File: src/rtl/irq_arb_pkg.sv
package irq_arb_pkg;

  localparam int NSRC = 6;

  typedef enum logic [1:0] {
    PRV_U = 2'b00,
    PRV_S = 2'b01,
    PRV_R = 2'b10,
    PRV_M = 2'b11
  } prv_e;

  // standard interrupt bit positions
  localparam int B_SSI = 1;
  localparam int B_MSI = 3;
  localparam int B_STI = 5;
  localparam int B_MTI = 7;
  localparam int B_SEI = 9;
  localparam int B_MEI = 11;

  // rank k (0 = highest) to bit position
  function automatic int rank_bit(input int k);
    case (k)
      0:       rank_bit = B_MEI;
      1:       rank_bit = B_MSI;
      2:       rank_bit = B_MTI;
      3:       rank_bit = B_SEI;
      4:       rank_bit = B_SSI;
      default: rank_bit = B_STI;
    endcase
  endfunction

  function automatic logic [15:0] std_mask();
    logic [15:0] m;
    m = '0;
    for (int k = 0; k < NSRC; k++) m[rank_bit(k)] = 1'b1;
    return m;
  endfunction

  function automatic logic [15:0] dlg_mask();
    logic [15:0] m;
    m = '0;
    m[B_SSI] = 1'b1;
    m[B_STI] = 1'b1;
    m[B_SEI] = 1'b1;
    return m;
  endfunction

endpackage

File: src/rtl/irq_deleg_reg.sv
module irq_deleg_reg #(
  parameter int W = 16
) (
  input  logic         clk,
  input  logic         rst_n,
  input  logic         wr,
  input  logic [W-1:0] wdata,
  input  logic [W-1:0] wmask,
  output logic [W-1:0] q
);
  logic [W-1:0] q_nxt;

  always_comb begin
    q_nxt = q;
    if (wr) q_nxt = wdata & wmask;
  end

  always_ff @(posedge clk or negedge rst_n) begin
    if (!rst_n) q <= '0;
    else        q <= q_nxt;
  end

  AST_DELEG_WRITE: assert property (@(posedge clk) disable iff (!rst_n)
    $past(wr) |-> (q == ($past(wdata) & $past(wmask))));

endmodule

File: src/rtl/irq_route.sv
module irq_route
  import irq_arb_pkg::*;
#(
  parameter int W = 16
) (
  input  logic [1:0]   priv,
  input  logic         glb_mie,
  input  logic         glb_sie,
  input  logic [W-1:0] pend,
  input  logic [W-1:0] en,
  input  logic [W-1:0] deleg,
  input  logic [W-1:0] smask,
  output logic [W-1:0] m_cand,
  output logic [W-1:0] s_cand
);
  logic in_m, in_s, in_u;
  logic m_open, s_open;
  logic [W-1:0] live;

  always_comb begin
    in_u   = (priv == PRV_U);
    in_s   = (priv == PRV_S);
    in_m   = !in_u && !in_s;          // 11 and reserved 10
    m_open = in_m ? glb_mie : 1'b1;
    s_open = in_u | (in_s & glb_sie);
    live   = pend & en & smask;
    m_cand = m_open ? (live & ~deleg) : '0;
    s_cand = s_open ? (live &  deleg) : '0;
  end

endmodule

File: src/rtl/irq_pick.sv
module irq_pick
  import irq_arb_pkg::*;
#(
  parameter int W  = 16,
  parameter int CW = $clog2(W)
) (
  input  logic [W-1:0]  cand,
  output logic          hit,
  output logic [CW-1:0] cause
);
  logic [NSRC-1:0] rank_hit;

  for (genvar k = 0; k < NSRC; k++) begin : g_rank
    assign rank_hit[k] = cand[rank_bit(k)];
  end

  always_comb begin
    hit   = 1'b0;
    cause = '0;
    for (int k = NSRC - 1; k >= 0; k--) begin
      if (rank_hit[k]) begin
        hit   = 1'b1;
        cause = CW'(rank_bit(k));
      end
    end
  end

endmodule

File: src/rtl/irq_trap_arbiter.sv
module irq_trap_arbiter
  import irq_arb_pkg::*;
#(
  parameter int W  = 16,
  parameter int CW = $clog2(W)
) (
  input  logic          clk,
  input  logic          rst_n,
  input  logic [1:0]    priv,
  input  logic          glb_mie,
  input  logic          glb_sie,
  input  logic [W-1:0]  irq_pend,
  input  logic [W-1:0]  irq_en,
  input  logic          deleg_wr,
  input  logic [W-1:0]  deleg_wdata,
  input  logic          insn_boundary,
  output logic          trap_m,
  output logic          trap_s,
  output logic [CW-1:0] trap_cause,
  output logic [W-1:0]  deleg_q,
  output logic [W-1:0]  sip_view,
  output logic [W-1:0]  sie_view
);
  localparam logic [W-1:0] SMASK = W'(std_mask());
  localparam logic [W-1:0] DMASK = W'(dlg_mask());

  logic [W-1:0]  m_cand, s_cand;
  logic          m_hit, s_hit;
  logic [CW-1:0] m_cause, s_cause;
  logic          trap_m_nxt, trap_s_nxt;
  logic [CW-1:0] cause_nxt;
  logic          cause_en;

  irq_deleg_reg #(.W(W)) u_deleg (
    .clk(clk), .rst_n(rst_n), .wr(deleg_wr), .wdata(deleg_wdata),
    .wmask(DMASK), .q(deleg_q)
  );

  assign sip_view = irq_pend & deleg_q;
  assign sie_view = irq_en   & deleg_q;

  irq_route #(.W(W)) u_route (
    .priv(priv), .glb_mie(glb_mie), .glb_sie(glb_sie),
    .pend(irq_pend), .en(irq_en), .deleg(deleg_q), .smask(SMASK),
    .m_cand(m_cand), .s_cand(s_cand)
  );

  irq_pick #(.W(W), .CW(CW)) u_pick_m (.cand(m_cand), .hit(m_hit), .cause(m_cause));
  irq_pick #(.W(W), .CW(CW)) u_pick_s (.cand(s_cand), .hit(s_hit), .cause(s_cause));

  always_comb begin
    trap_m_nxt = insn_boundary & m_hit;
    trap_s_nxt = insn_boundary & s_hit & ~m_hit;
    cause_en   = trap_m_nxt | trap_s_nxt;
    cause_nxt  = m_hit ? m_cause : s_cause;
  end

  always_ff @(posedge clk or negedge rst_n) begin
    if (!rst_n) begin
      trap_m <= 1'b0;
      trap_s <= 1'b0;
    end else begin
      trap_m <= trap_m_nxt;
      trap_s <= trap_s_nxt;
    end
  end

  always_ff @(posedge clk or negedge rst_n) begin
    if (!rst_n)        trap_cause <= '0;
    else if (cause_en) trap_cause <= cause_nxt;
  end

  AST_ONE_TARGET: assert property (@(posedge clk) disable iff (!rst_n)
    !(trap_m && trap_s));
  AST_BOUNDARY_ONLY: assert property (@(posedge clk) disable iff (!rst_n)
    (trap_m || trap_s) |-> $past(insn_boundary));
  AST_NO_S_FROM_M: assert property (@(posedge clk) disable iff (!rst_n)
    trap_s |-> ($past(priv) == PRV_U || $past(priv) == PRV_S));
  AST_CAUSE_HOLD: assert property (@(posedge clk) disable iff (!rst_n)
    !(trap_m || trap_s) |-> $stable(trap_cause));
  AST_CAUSE_STD: assert property (@(posedge clk) disable iff (!rst_n)
    (trap_m || trap_s) |-> SMASK[trap_cause]);
  AST_DELEG_MONLY: assert property (@(posedge clk) disable iff (!rst_n)
    (deleg_q[B_MSI] | deleg_q[B_MTI] | deleg_q[B_MEI]) == 1'b0);

endmodule

File: config.mk
export PLATFORM = sky130hd
export DESIGN_NAME = irq_trap_arbiter
export DESIGN_NICKNAME = d
export VERILOG_FILES = /design/src/rtl/irq_arb_pkg.sv /design/src/rtl/irq_deleg_reg.sv /design/src/rtl/irq_route.sv /design/src/rtl/irq_pick.sv /design/src/rtl/irq_trap_arbiter.sv
export SDC_FILE = /design/constraint.sdc
export NUM_CORES = 1
export LEC_CHECK = 0
export BUFFER_PORTS_ARGS = -buffer_cell sky130_fd_sc_hd__buf_2
export CAP_MARGIN = 20
export CORE_ASPECT_RATIO = 0.6
export CORE_MARGIN = 2
export CORE_UTILIZATION = 33
export CTS_CLUSTER_DIAMETER = 100
export CTS_CLUSTER_SIZE = 28
export DETAILED_ROUTE_END_ITERATION = 10
export PLACE_DENSITY = 0.84
export SYNTH_ARGS = -nofsm -noshare
export SYNTH_HDL_FRONTEND = slang
export SYNTH_SLANG_ARGS = --single-unit
export TNS_END_PERCENT = 100
File: constraint.sdc
create_clock -name clk -period 2.13 [get_ports clk]
set_input_delay 0.1065 -clock clk [delete_from_list [all_inputs] [get_ports clk]]
set_output_delay 0.1065 -clock clk [all_outputs]
set_load 0.02 [all_outputs]
==> results_dict.tcl <==
set metrics [dict create \
    outcome "complete, no violations" \
    clkSinkCount 9 \
    p_per_area_nw_per_um2 641 \
    worstPathRequired_ns 2.23 \
    clockBufferDepth 2 \
    syn_area_per_cell_sq_um 8.72 \
    leakage_nw 0.547 \
    cpPeakStageDelay_ns 0.44 \
    fp.dieH_um 42.8 \
    final_cells 168 \
    rows 14 \
    antenna_cells 0 \
    grt_first_pass_wirelength_mm 2.30 \
    cts_tree "done" \
    final_antenna_net_count 0 \
    reg2reg_slack_ns 0.64 \
    drt_wl_total_mm 1.58 \
    wl_per_cell_um 9.43 \
    antenna_found_initial 0 \
    cts_resized 0 \
    seq_power_share_pct 33.4 \
    dp.cells 163 \
    synthToLayoutAreaGrowth_pct 15.7 \
    drv_cap 0 \
    clock_skew_ns 0.00419 \
    stdcell_area_sq_um 958 \
    cp_cell_sequence "and3_2 -> o211ai_2 -> o21ai_2 -> mux2_1" \
    drive_gt1_share_pct 39.0 \
    p_switching_mw 0.229 \
    finalSetupViolCount 0 \
    hold_violations 0 \
    max_freq_ghz 0.673 \
    yosys_register_bits 9 \
    ioPinCount 110 \
    setup.worst_path.end_class "flop" \
    arrival_ns 1.59 \
    drv_slew 0 \
    period_needed_ns 1.49 \
    start_util_pct 34.0 \
    synth_ff_type "dfrtp_1" \
    vdd_drop_max_mv 0.229 \
    synth_top_area_share_pct 35.3 \
    vias 644 \
    nets 193 \
    slowest_stage "dfrtp_1" \
    insertion_delay_ns 0.23 \
    whs_ns 0.109 \
    route.detailed.drc 0 \
    clk_pin_slew_ns 0.04 \
    gr-total-overflow 0 \
    syn_area_sq_um 828 \
    grt_max_degree 10 \
    synth_top_cell_by_area "buf_4" \
    power_mw 0.614 \
    cts_htree_levels 1 \
    port_buffers 37 \
    die-width_um 68.7 \
    rsz0062_at_grt "false" \
    yosys_warnings 0 \
    yosysMostFrequentCell "buf_4" \
    synthTopCellsByArea "buf_4, dfrtp_1, nand2_1" \
    hpwl_mm 1.41 \
    fin_tns_setup_ns 0 \
    critPathLaunchType "flop" \
    grtUsageTotal_pct 10.9 \
    grt_pass1_vias 554 \
    pwr-share-clk_pct 31.8 \
    pwr-share-comb_pct 34.9 \
    routabilityCongestion 0.723 \
    worstPathMaxFanout 7 \
    path_class "reg -> reg" \
    seq_area_frac_synth_pct 27.2 \
    post_dp_cell_area_sq_um 903 \
    crit_buf_inv 0 \
    dr.first_iter.drc_count 16 \
    hp-class "in -> reg" \
    die_area_sq_um 2940 \
    synthArstFlopShare_pct 100 \
    internal_power_mw 0.385 \
    cts-root-buf "clkbuf_8" \
    vias_per_cell 3.83 \
    period_share_pct 69.7 \
    syn_inst 95 \
    synthTopCellsByCount "buf_4, dfrtp_1, nand2_1" \
    dr.pass1.iters 4 \
    cts_made_buffers 3 \
    crit_family "flip-flops" \
    core_area_sq_um 2430 \
    ys_types 28 \
    synth-edff-count 0 \
    p_sw_share_pct 37.2 \
]
==> flip-flops by register name, summed over array words and instances, names as in the netlist <==
register / count
trap_m: 1
u_deleg.q: 3
trap_cause: 4
trap_s: 1
==> power by group through the flow <==
stage | combinational, mW | sequential (mW) | clock (mW)
3_5_place_dp | 0.213 | 0.208 | 0
5_1_grt | 0.234 | 0.208 | 0.210
4_1_cts | 0.215 | 0.205 | 0.203
2_1_floorplan | 0.181 | 0.227 | 0
3_3_place_gp | 0.210 | 0.206 | 0
6_report | 0.214 | 0.205 | 0.195
==> metrics by stage <==
stage | setup slack [ns] | util, %
floorplan | 0.685 | -
detailed placement | 0.645 | 37.1
CTS | 0.637 | 39.4
global placement | 0.692 | 37.1
global route | 0.585 | 39.4
finish | 0.644 | 39.4
==> cell type report <==
type / count / area [sq um]
Tap cell: 32 / 40.0
Fill cell: 273 / 1480
Inverter: 2 / 7.51
Multi-Input combinational cell: 83 / 445
Timing Repair Buffer: 38 / 195
Sequential cell: 9 / 225
Clock buffer: 4 / 45.0
==> metal layers <==
layer  routed length [um]  GRT usage (%)
met1                  622           11.3
met2                  754           18.1
met3                  199           5.84
met4                    7           4.80
met5                    0              0
==> path summary, 6_finish.rpt <==
kind | cells past startpoint | to | start
min in group asynchronous | 2 | trap_m | rst_n
worst min-delay path | 2 | u_deleg.q[1] | deleg_wdata[1]
worst min register to register | 1 | trap_cause[0] | trap_cause[0]
worst max register to register | 4 | trap_cause[2] | u_deleg.q[9]
worst max-delay path | 4 | trap_cause[2] | u_deleg.q[9]
max in group asynchronous | 2 | trap_cause[0] | rst_n
==> cell families (layout without fill, tap and decap cells) <==
group	Yosys count	in the layout	synth area share [%]
compound gates	12	12	11.5
buf+inv	41	44	36.3
flops	9	9	27.2
mux	5	5	6.80
other cells	1	39	0.453
simple gates	27	27	17.8
==> what timing repair did <==
item                                    in CTS  in global routing
hold endpoints to repair                     9                  0
endpoints found under the setup margin       0                  0
buffers inserted                             0                  0
hold buffers                                 1                  0
==> layout by cell type (no fill, tap or decap) <==
cell type,n
a211o_2,1
a21oi_1,3
a32o_1,1
and2_1,5
and2_2,1
and3_2,1
buf_2,37
clkbuf_1,1
clkbuf_8,3
conb_1,39
dfrtp_1,9
dlygate4sd3_1,1
inv_1,2
mux2_1,2
mux2_2,3
nand2_1,9
nand2_2,1
nand3_1,2
nand4b_1,1
nor2_1,3
nor2b_1,1
nor3_2,1
o211ai_2,1
o21a_1,1
o21ai_1,1
o21ai_2,1
o22ai_1,1
o22ai_2,1
o31ai_1,1
or2_2,1
or2b_2,1
No activity file was read; power rests on OpenSTA's default activity.
